$ cat config.mk
export PLATFORM = sky130hd
export DESIGN_NAME = loaduse_stall_unit
export DESIGN_NICKNAME = d
export VERILOG_FILES = /design/src/rtl/lus_pkg.sv /design/src/rtl/lus_hazard_detect.sv /design/src/rtl/lus_hold_reg.sv /design/src/rtl/lus_ctrl_stage.sv /design/src/rtl/loaduse_stall_unit.sv
export SDC_FILE = /design/constraint.sdc
export NUM_CORES = 1
export LEC_CHECK = 0
export BUFFER_PORTS_ARGS = -buffer_cell sky130_fd_sc_hd__buf_2
export CORE_UTILIZATION = 30
export CTS_BUF_LIST = sky130_fd_sc_hd__clkbuf_4 sky130_fd_sc_hd__clkbuf_8
export CTS_CLUSTER_DIAMETER = 40
export CTS_CLUSTER_SIZE = 8
export DETAILED_ROUTE_END_ITERATION = 16
export SLEW_MARGIN = 20
export SYNTH_ARGS = -nofsm -noshare
export SYNTH_HDL_FRONTEND = slang
export SYNTH_SLANG_ARGS = --single-unit
export TNS_END_PERCENT = 30
$ cat constraint.sdc
create_clock -name clk -period 3.4 [get_ports clk]
set_input_delay 0.68 -clock clk [delete_from_list [all_inputs] [get_ports clk]]
set_output_delay 0.68 -clock clk [all_outputs]
set_load 0.1 [all_outputs]
$ cat src/rtl/lus_pkg.sv
package lus_pkg;

  typedef struct packed {
    logic       reg_wr;
    logic       mem_rd;
    logic       mem_wr;
    logic       mem_to_reg;
    logic       alu_src;
    logic       reg_dst;
    logic [1:0] alu_op;
  } lus_ctrl_t;

  localparam int unsigned LUS_CTRL_W = $bits(lus_ctrl_t);

endpackage

$ cat src/rtl/lus_hazard_detect.sv
module lus_hazard_detect #(
  parameter int unsigned REG_AW  = 5,
  parameter int unsigned NUM_SRC = 2
) (
  input  logic                            prod_is_load,
  input  logic [REG_AW-1:0]               prod_reg,
  input  logic [NUM_SRC-1:0][REG_AW-1:0]  src_reg,
  input  logic [NUM_SRC-1:0]              src_used,
  output logic                            hazard
);

  logic [NUM_SRC-1:0] src_hit;
  logic               prod_live;

  // register 0 is never a real producer
  assign prod_live = prod_is_load && (prod_reg != '0);

  for (genvar i = 0; i < NUM_SRC; i++) begin : g_src
    assign src_hit[i] = src_used[i] && (src_reg[i] == prod_reg);
  end

  assign hazard = prod_live && (|src_hit);

endmodule

$ cat src/rtl/lus_hold_reg.sv
module lus_hold_reg #(
  parameter int unsigned   W       = 32,
  parameter logic [W-1:0]  RST_VAL = '0
) (
  input  logic         clk,
  input  logic         rst_n,
  input  logic         en,
  input  logic [W-1:0] d,
  output logic [W-1:0] q
);

  logic [W-1:0] q_nxt;

  always_comb begin
    q_nxt = q;
    if (en) q_nxt = d;
  end

  always_ff @(posedge clk or negedge rst_n) begin
    if (!rst_n) q <= RST_VAL;
    else        q <= q_nxt;
  end

endmodule

$ cat src/rtl/lus_ctrl_stage.sv
module lus_ctrl_stage #(
  parameter int unsigned W = 8
) (
  input  logic         clk,
  input  logic         rst_n,
  input  logic         kill,
  input  logic [W-1:0] d,
  output logic [W-1:0] q
);

  logic [W-1:0] q_nxt;

  // a killed slot enters execute with every control bit cleared
  always_comb begin
    q_nxt = d;
    if (kill) q_nxt = '0;
  end

  always_ff @(posedge clk or negedge rst_n) begin
    if (!rst_n) q <= '0;
    else        q <= q_nxt;
  end

endmodule

$ cat src/rtl/loaduse_stall_unit.sv
module loaduse_stall_unit #(
  parameter int unsigned        ADDR_W   = 32,
  parameter int unsigned        INSTR_W  = 32,
  parameter int unsigned        REG_AW   = 5,
  parameter logic [ADDR_W-1:0]  RESET_PC = '0
) (
  input  logic                            clk,
  input  logic                            rst_n,
  input  logic [INSTR_W-1:0]              fetch_instr,
  input  logic [ADDR_W-1:0]               next_pc,
  input  logic [REG_AW-1:0]               id_rs,
  input  logic [REG_AW-1:0]               id_rt,
  input  logic                            id_reads_rs,
  input  logic                            id_reads_rt,
  input  logic [lus_pkg::LUS_CTRL_W-1:0]  id_ctrl,
  input  logic                            ex_is_load,
  input  logic [REG_AW-1:0]               ex_dst_reg,
  output logic [ADDR_W-1:0]               pc_q,
  output logic [INSTR_W-1:0]              ifid_instr,
  output logic [ADDR_W-1:0]               ifid_pc,
  output logic [lus_pkg::LUS_CTRL_W-1:0]  idex_ctrl,
  output logic                            stall
);

  localparam int unsigned NUM_SRC = 2;
  localparam int unsigned IFID_W  = INSTR_W + ADDR_W;

  logic [NUM_SRC-1:0][REG_AW-1:0] src_reg;
  logic [NUM_SRC-1:0]             src_used;
  logic                           adv_en;
  logic [IFID_W-1:0]              ifid_d;
  logic [IFID_W-1:0]              ifid_q;

  assign src_reg  = {id_rt, id_rs};
  assign src_used = {id_reads_rt, id_reads_rs};

  lus_hazard_detect #(
    .REG_AW  (REG_AW),
    .NUM_SRC (NUM_SRC)
  ) u_detect (
    .prod_is_load (ex_is_load),
    .prod_reg     (ex_dst_reg),
    .src_reg      (src_reg),
    .src_used     (src_used),
    .hazard       (stall)
  );

  assign adv_en = !stall;

  lus_hold_reg #(
    .W       (ADDR_W),
    .RST_VAL (RESET_PC)
  ) u_pc (
    .clk   (clk),
    .rst_n (rst_n),
    .en    (adv_en),
    .d     (next_pc),
    .q     (pc_q)
  );

  assign ifid_d = {fetch_instr, pc_q};

  lus_hold_reg #(
    .W       (IFID_W),
    .RST_VAL ('0)
  ) u_ifid (
    .clk   (clk),
    .rst_n (rst_n),
    .en    (adv_en),
    .d     (ifid_d),
    .q     (ifid_q)
  );

  assign ifid_instr = ifid_q[IFID_W-1:ADDR_W];
  assign ifid_pc    = ifid_q[ADDR_W-1:0];

  lus_ctrl_stage #(
    .W (lus_pkg::LUS_CTRL_W)
  ) u_idex (
    .clk   (clk),
    .rst_n (rst_n),
    .kill  (stall),
    .d     (id_ctrl),
    .q     (idex_ctrl)
  );

endmodule

---- Word level (Yosys, flattened, before mapping) ----
Index checks and enable logic that the tools add are counted.
storage, ports and cells
  flip-flop bits (word level) ............. 104
  input bits .............................. 92
  output and inout port bits .............. 105
  logic and storage cells ................. 12
cells by class
  equal/unequal tests ..................... 2
  mux-type cells .......................... 1
  reductions and logical operators ........ 6
operators by type and width
  kind               count
  $eq 5x5->1         2
  $mux 8             1
  $reduce_bool 5->1  1
  $logic_and 1x1->1  4
  $reduce_or 2->1    1

---- Logic depth before layout (Yosys ltp) ----
Gate-level depths: netlist of run 1.
  word-level depth ........................ 5
  gate-level depth with buffers ........... 7
  mapped depth without buffers ............ 5

---- Cells and area by module ----
Synthesis of run 1 repeated with hierarchy kept, for this count alone.
unflattened totals
  cell total of the unflattened synthesis .. 237
  area, all modules ....................... 4411.7 sq um
modules (own cells, without submodules)
  module                  times used  cells an instance  area an instance (sq um)
  lus_hold_reg at u_ifid  1           135                2678.8
  lus_hold_reg at u_pc    1           68                 1345.0
  lus_ctrl_stage          1           16                 250.2
  lus_hazard_detect       1           17                 133.9
  loaduse_stall_unit      1           1                  3.8

---- Worst setup path after synthesis of run 1 ----
No wires, ideal clock.
  kind .................................... input port to output port
  from .................................... input id_rs[2]
  to ...................................... output stall
  arrival time ............................ 2065 ps
  data required time ...................... 2720 ps
  setup slack ............................. 655 ps
  cell stages on the path ................. 6
  path buffers ............................ 1
  path through ............................ xnor2_1 > nand4_1 > o22ai_1 > o211ai_4 > clkbuf_2 > inv_1
on the way
  cells in the longest elaborated chain, start to end .. 4
RTL lines
  element            RTL line                  RTL
  from (decl)        loaduse_stall_unit.sv:11  input logic [REG_AW-1:0] id_rs,
  $eq 5x5->1         lus_hazard_detect.sv:19   assign src_hit[i] = src_used[i] && (src_reg[i] == prod_reg);
  $logic_and 1x1->1  lus_hazard_detect.sv:19
  $reduce_or 2->1    lus_hazard_detect.sv:22   assign hazard = prod_live && (|src_hit);
  $logic_and 1x1->1  lus_hazard_detect.sv:22
  to (decl)          loaduse_stall_unit.sv:22  output logic stall
Every way passes these cells.

---- Worst setup path in the final report of run 1 ----
  from .................................... input ex_dst_reg[3]
  to ...................................... output stall
on the way
  cells in the longest elaborated chain, start to end .. 4
RTL lines
  element                RTL line                  RTL
  from (decl)            loaduse_stall_unit.sv:17  input logic [REG_AW-1:0] ex_dst_reg,
  $eq 5x5->1             lus_hazard_detect.sv:19
  $logic_and 1x1->1      lus_hazard_detect.sv:19
  $reduce_or 2->1        lus_hazard_detect.sv:22
  $logic_and 1x1->1 (*)  lus_hazard_detect.sv:22
Every way passes the cells marked *; elsewhere a longest branch is shown, timed or not.

==> results.ini, run 1 <==
[timing]
final.period_utilization = 0.783
fin_tns_setup_ns = 0
timing.final.crit_period_ns = 2.66
maxClockFrequency_mhz = 376
timing.final.setup_violations = 0
max-slew-margin-rel = 0.578
max_slew.worst_pin.slew_ns = 0.634
setup_repair_after_global_routing_missed_its_margin = false
final.setup_skew_ns = 0.00716
post-route-worst-setup-slack_ns = 0.738
final-max-slew-violation-count = 0
hold_slack_ns = 0.315
timing_hold_violations_final = 0

[synth]
synth-main-ff-cell = sky130_fd_sc_hd__dfrtp_1
synth_enable_flop_cells = 0
synthMostInstantiatedCell = sky130_fd_sc_hd__dfrtp_1
post_synth_instance_area_um2 = 3990
async_reset_ff_frac = 1.00
synth_nets = 329
ys_types = 14
synth-compound-area-share = 0.00691
synth_top_area_cell = sky130_fd_sc_hd__dfrtp_1
synth-seq-area-share = 0.653
synth_top_family_by_area = multiplexers
ys_warn_count = 0
synth_seq_cells = 104
synthTopCellsByCount = sky130_fd_sc_hd__dfrtp_1, sky130_fd_sc_hd__mux2_1, sky130_fd_sc_hd__mux2_2
synthCells = 237
post_synth.cell_area_avg_um2 = 16.8
post_synth_fa_ha_maj_area_fraction = 0
synth_top_cell_area_share = 0.653
netlist_top_cells_area = sky130_fd_sc_hd__dfrtp_1, sky130_fd_sc_hd__mux2_1, sky130_fd_sc_hd__mux2_2
post_synth_xor_area_fraction = 0.0220
synth_simple_gate_area_share = 0.0204
synth_mux_area_frac = 0.271

[floorplanning]
die_width_um = 117
total_number_of_placement_rows = 41
design.core.area_um2 = 12800
start_util = 0.312
fp.dieH_um = 117
die-area_um2 = 13800
io_pins = 197

[layout]
layout_cells_excl_fill = 612
final_core_utilization = 0.417
layout-drive-gt1-share = 0.595
fin_nets = 527
diodes = 0
fillers = 1229
layout-area-overhead-vs-synth_pct = 33.7

[worst_setup_path]
rr_endpoint = u_pc.q[11]
start_kind = input port
path_common_cell = sky130_fd_sc_hd__buf_2
worst_ep_arrival_time_ns = 1.98
critPathKind = in -> out
regToRegSetupSlack_ns = 2.59
largest_delay_share_family_worst_path = buffers and inverters
cp_data_required_time_ns = 2.72
worstPathBufferInverterCount = 3
crit-reg2reg-launch = u_pc.q[11]
critical-path-slowest-cell = sky130_fd_sc_hd__buf_2
crit_chain = buf_2, xnor2_1, nand4_1, o22ai_1, o211ai_4, inv_1, buf_2
critical_path.endpoint_type = primary output
worst_path_largest_cell_delay_ns = 0.42
critical_path_peak_fanout = 3
worst-r2r-cell-count = 1

[cts]
cts.repair_timing.setup_buffer_count = 0
cts_num_sinks = 104
tritoncts = done
cts.clk_slew.worst_paths_ns = 0.10
htree_levels = 3
holdBufCountCts = 0
cts-root-buf = sky130_fd_sc_hd__clkbuf_8
cts_repair_resize_count = 0
worstSkewPairLatency_ns = 0.37
total_clock_buffers_created_by_cts = 9
clockBufferDepth = 2

[placed_design]
numPlacedInstances = 596
place.port_buffers = 196
detailedPlacementHpwl_um = 5850
dp_slack_ns = 0.733
gp_routability_congestion = 0.715

[run_status]
run_status = finished clean

[global_route]
track_usage = 0.118
remaining_global_route_overflow = 0
first_pass_grt_wire_length_um = 12000
first_global_vias = 2644
grt_max_degree = 105
initial_antenna_violation_count = 0

[pwr]
cellPowerDensity_nw_per_um2 = 561
power.static_leakage_nw = 2.58
worst_ir_drop_vdd_mv = 0.207

[drt]
drtPass1Iterations = 2
route.detailed.drc = 0
antenna_left = 0
num_vias = 2652
routed_wl_um = 8010
wl_per_cell_um = 13.1
detail_route.iter0.violations = 65
via_per_inst = 4.33

[hold_path]
hold_path_class = in -> async

[job]
max-cap-violations = 0

[through the flow]
| stage | total power [mW] | area [um^2] |
|---|---|---|
| 2_1_floorplan | 2.05 | 3990 |
| 5_1_grt | 3.12 | 5330 |
| 3_3_place_gp | 2.23 | 5120 |
| 6_report | 2.99 | 5330 |
| 3_5_place_dp | 2.24 | 5120 |
| 4_1_cts | 3.05 | 5330 |
[routing by layer]
| metal | share of wire | track usage |
|---|---|---|
| met1 | 0.40 | 0.124 |
| met2 | 0.49 | 0.197 |
| met3 | 0.091 | 0.0443 |
| met4 | 0.021 | 0.0785 |
| met5 | 0 | 0 |
[sequential cells by signal (all words and copies together) (netlist names)]
name,count
u_ifid.q,64
u_pc.q,32
u_idex.q,8
[worst max path at each step]
| stage | startpoint | cells after the start | slack [ns] | end |
|---|---|---|---|---|
| finish | ex_dst_reg[3] | 7 | 0.74 | stall |
| detailed placement | ex_dst_reg[3] | 7 | 0.73 | stall |
| floorplan | id_rs[2] | 6 | 0.65 | stall |
| CTS | ex_dst_reg[3] | 7 | 0.73 | stall |
| global placement | ex_dst_reg[4] | 7 | 0.78 | stall |
| global route | ex_dst_reg[4] | 7 | 0.66 | stall |
[layout by cell type, fill, tap and decap left out, types with 2 or more instances in the layout]
cell and n:
sky130_fd_sc_hd__buf_2 195, sky130_fd_sc_hd__dfrtp_1 104, sky130_fd_sc_hd__mux2_1 50, sky130_fd_sc_hd__mux2_2 46, sky130_fd_sc_hd__clkbuf_8 11, sky130_fd_sc_hd__xnor2_1 10, sky130_fd_sc_hd__and2_1 8, sky130_fd_sc_hd__nand4_1 2
sky130_fd_sc_hd__nand2_1 2, sky130_fd_sc_hd__clkinv_2 2, sky130_fd_sc_hd__clkinvlp_4 2, sky130_fd_sc_hd__buf_12 2
[cell type report]
class | instances | area, um^2 | share of cell area
inverter | 1 | 3.75 | 0.000704
clock buffer | 11 | 151 | 0.0284
clock inverter | 5 | 55.1 | 0.0103
tap | 172 | 215 | 0.0404
multi-input combinational | 121 | 1280 | 0.240
timing repair buffer | 198 | 1020 | 0.192
sequential | 104 | 2600 | 0.488
[logic make-up (layout without fill, tap and decap cells)]
family | after synthesis | after routing
compound gates | 2 | 2
xor+xnor | 10 | 10
buf+inv | 12 | 215
flops | 104 | 104
mux | 96 | 96
simple gates | 13 | 13
[report_power, final]
| part | internal [mW] | switching [mW] |
|---|---|---|
| clock | 0.378 | 0.409 |
| sequential | 1.31 | 0.0380 |
| combinational | 0.154 | 0.699 |
No activity file was read; power rests on OpenSTA's default activity.
==> run 2, diff against run 1 <==
==> constraint.sdc (replaced) <==
create_clock -name clk -period 2.5 [get_ports clk]
set_input_delay 0.5 -clock clk [delete_from_list [all_inputs] [get_ports clk]]
set_output_delay 0.5 -clock clk [all_outputs]
set_load 0.1 [all_outputs]
==> run 2 against run 1 <==
  * Flip-flop and latch count did not move
  * Via count shrank 0.26%
  * Register-to-register slack worse by 0.90 ns
  * Critical path depth is 2 lower
  * First-iteration DRC count down 11%
  * Sequential power up 36%
  * Final area hardly changed
  * Core utilization about the same
  * Non-clock buffer count grew 2
  * Clock-buffer cell count fell by 1
  * Sequential share of layout area about the same
  * Power increased by 30%
  * Critical endpoint unchanged
  * Largest power group unchanged
  * Highest routed layer unchanged
==> results.ini, run 2 (synthesis gave the netlist of run 1 again) <==
[worst_setup_path]
critical_path.endpoint_type = primary output  ; unchanged
largest_delay_share_family_worst_path = simple AND/OR/NAND/NOR gates  ; was buffers and inverters
critPathKind = in -> out  ; unchanged
worst-r2r-cell-count = 1  ; unchanged
crit_chain = buf_2, or4_4, o211ai_4, inv_1, buf_12  ; was buf_2, xnor2_1, nand4_1, o22ai_1, o211ai_4, inv_1, buf_2
worst_path_largest_cell_delay_ns = 0.54  ; was 0.42 ns
start_kind = input port  ; unchanged
critical_path_peak_fanout = 5  ; was 3
critical-path-slowest-cell = sky130_fd_sc_hd__or4_4  ; was sky130_fd_sc_hd__buf_2
timing.critical_path.depth = 5  ; was 7
worstPathBufferInverterCount = 3  ; unchanged
worst_ep_arrival_time_ns = 1.78  ; was 1.98 ns
cp_data_required_time_ns = 2.00  ; was 2.72 ns

[layout]
fin_nets = 529  ; was 527
most_frequent_standard_cell_in_the_layout_excluding_fill_and_tap_cells = sky130_fd_sc_hd__buf_2  ; unchanged
most-common-layout-cells = sky130_fd_sc_hd__buf_2, sky130_fd_sc_hd__dfrtp_1, sky130_fd_sc_hd__mux2_1, sky130_fd_sc_hd__mux2_2  ; was sky130_fd_sc_hd__buf_2, sky130_fd_sc_hd__dfrtp_1, sky130_fd_sc_hd__mux2_1, sky130_fd_sc_hd__mux2_2, sky130_fd_sc_hd__clkbuf_8
top_regs = u_ifid.q x64, u_pc.q x32, u_idex.q x8  ; unchanged
layout-drive-gt1-share = 0.595  ; unchanged
layout_cells_excl_fill = 612  ; unchanged
final_design_area_no_fill_um2 = 5330  ; about the same
layout-area-overhead-vs-synth_pct = 33.6  ; was 33.7%
largest_register_ffs = 64  ; unchanged
top_register = u_ifid.q  ; unchanged
diodes = 0  ; unchanged

[floorplanning]
design.core.area_um2 = 12800  ; unchanged
start_util = 0.312  ; unchanged
die-area_um2 = 13800  ; unchanged
fp.dieH_um = 117  ; unchanged
io_pins = 197  ; unchanged
total_number_of_placement_rows = 41  ; unchanged
die_width_um = 117  ; unchanged

[timing]
maxClockFrequency_mhz = 439
setup_repair_after_global_routing_missed_its_margin = false  ; unchanged
final.setup_skew_ns = 0.00728  ; was 0.00716 ns
post-route-worst-setup-slack_ns = 0.224  ; was 0.738 ns
final-max-slew-violation-count = 0  ; unchanged
max-slew-margin-rel = 0.657  ; was 0.578
timing_hold_violations_final = 0  ; unchanged
timing.final.crit_period_ns = 2.28
final.period_utilization = 0.911
max_slew.worst_pin.slew_ns = 0.514  ; was 0.634 ns
timing.final.setup_violations = 0  ; unchanged
fin_tns_setup_ns = 0  ; unchanged

[run_status]
run_status = finished clean  ; unchanged

[pwr]
power.static_leakage_nw = 2.58  ; about the same
worst_ir_drop_vdd_mv = 0.321  ; was 0.207 mV
cellPowerDensity_nw_per_um2 = 733  ; was 561 nW/um^2

[global_route]
remaining_global_route_overflow = 0  ; unchanged
grt_max_degree = 55  ; was 105
first_global_vias = 2592  ; was 2644
first_pass_grt_wire_length_um = 12000  ; about the same
track_usage = 0.118  ; unchanged
initial_antenna_violation_count = 0  ; unchanged

[drt]
drtPass1Iterations = 3  ; was 2
routed_wl_um = 7870  ; was 8010 um
wl_per_cell_um = 12.9  ; was 13.1 um
via_per_inst = 4.32  ; was 4.33
antenna_left = 0  ; unchanged
detail_route.iter0.violations = 58  ; was 65
route.detailed.drc = 0  ; unchanged
num_vias = 2645  ; was 2652

[placed_design]
detailedPlacementHpwl_um = 5900  ; was 5850 um
placed_cell_area_um2 = 5160  ; was 5120 um^2
gp_routability_congestion = 0.686  ; was 0.715
dp_slack_ns = 0.185  ; was 0.733 ns
numPlacedInstances = 598  ; was 596
place.port_buffers = 196  ; unchanged

[cts]
cts_num_sinks = 104  ; unchanged
cts.repair_timing.setup_buffer_count = 0  ; unchanged
tritoncts = done  ; unchanged
worstSkewPairLatency_ns = 0.37  ; about the same
htree_levels = 3  ; unchanged
cts-root-buf = sky130_fd_sc_hd__clkbuf_8  ; unchanged
clockBufferDepth = 2  ; unchanged
cts_repair_resize_count = 0  ; unchanged
holdBufCountCts = 0  ; unchanged
total_clock_buffers_created_by_cts = 9  ; unchanged
cts.clk_slew.worst_paths_ns = 0.09  ; was 0.10 ns

[hold_path]
hold_path_class = in -> async  ; unchanged

[job]
max-cap-violations = 0  ; unchanged

-- run 2: cell types whose count changed in the layout (fill, tap and decap cells not counted) --
| cell | delta |
|---|---|
| sky130_fd_sc_hd__buf_12 | +2 |
| sky130_fd_sc_hd__bufinv_16 | -1 |
| sky130_fd_sc_hd__buf_4 | +1 |
| sky130_fd_sc_hd__clkinvlp_4 | -1 |
| sky130_fd_sc_hd__clkinv_2 | +1 |
| sky130_fd_sc_hd__buf_2 | -1 |
| sky130_fd_sc_hd__clkbuf_8 | -1 |
-- run 2: path summary, 6_finish.rpt --
path | start | to | slack (ns)
worst min register to register | u_ifid.q[58] | u_ifid.q[58] | 0.49
worst min-delay path | rst_n | u_pc.q[4] | 0.1
min in group clk | id_ctrl[7] | u_idex.q[7] | 0.33
worst max-delay path | ex_dst_reg[1] | stall | 0.22
max in group asynchronous | rst_n | u_ifid.q[15] | 1.75
worst max register to register | u_pc.q[16] | u_pc.q[16] | 1.69
-- run 2: stage by stage --
stage | power, mW | hold WS, ns | utilization
2_1_floorplan | 2.78 | 0.204 | -
3_3_place_gp | 3.03 | 0.463 | 0.404
3_5_place_dp | 3.05 | 0.473 | 0.404
4_1_cts | 3.98 | 0.0916 | 0.417
5_1_grt | 4.08 | 0.119 | 0.417
6_report | 3.90 | 0.0994 | 0.417
-- run 2: area by class of cell --
type                    count  area (um^2)
repair buffers            200         1070
clock buffers              10          138
clock inverters             4         22.5
fillers                  1203         7450
inverters                   1         3.75
well taps                 172          215
flip-flops and latches    104         2600
multi-input cells         121         1280
-- run 2: metal layers --
metal,vias to the layer above,GRT usage,part of all wire
met4,0,0.0810,0.028
li1,1221,-,-
met3,13,0.0386,0.089
met5,-,0,0
met2,118,0.198,0.48
met1,1293,0.125,0.40
-- run 2: report_power, final --
part	total (mW)	switching, mW	internal (mW)
clock network	0.902	0.529	0.373
registers	1.84	0.0514	1.79
logic	1.16	0.951	0.212
total	3.90	1.53	2.37
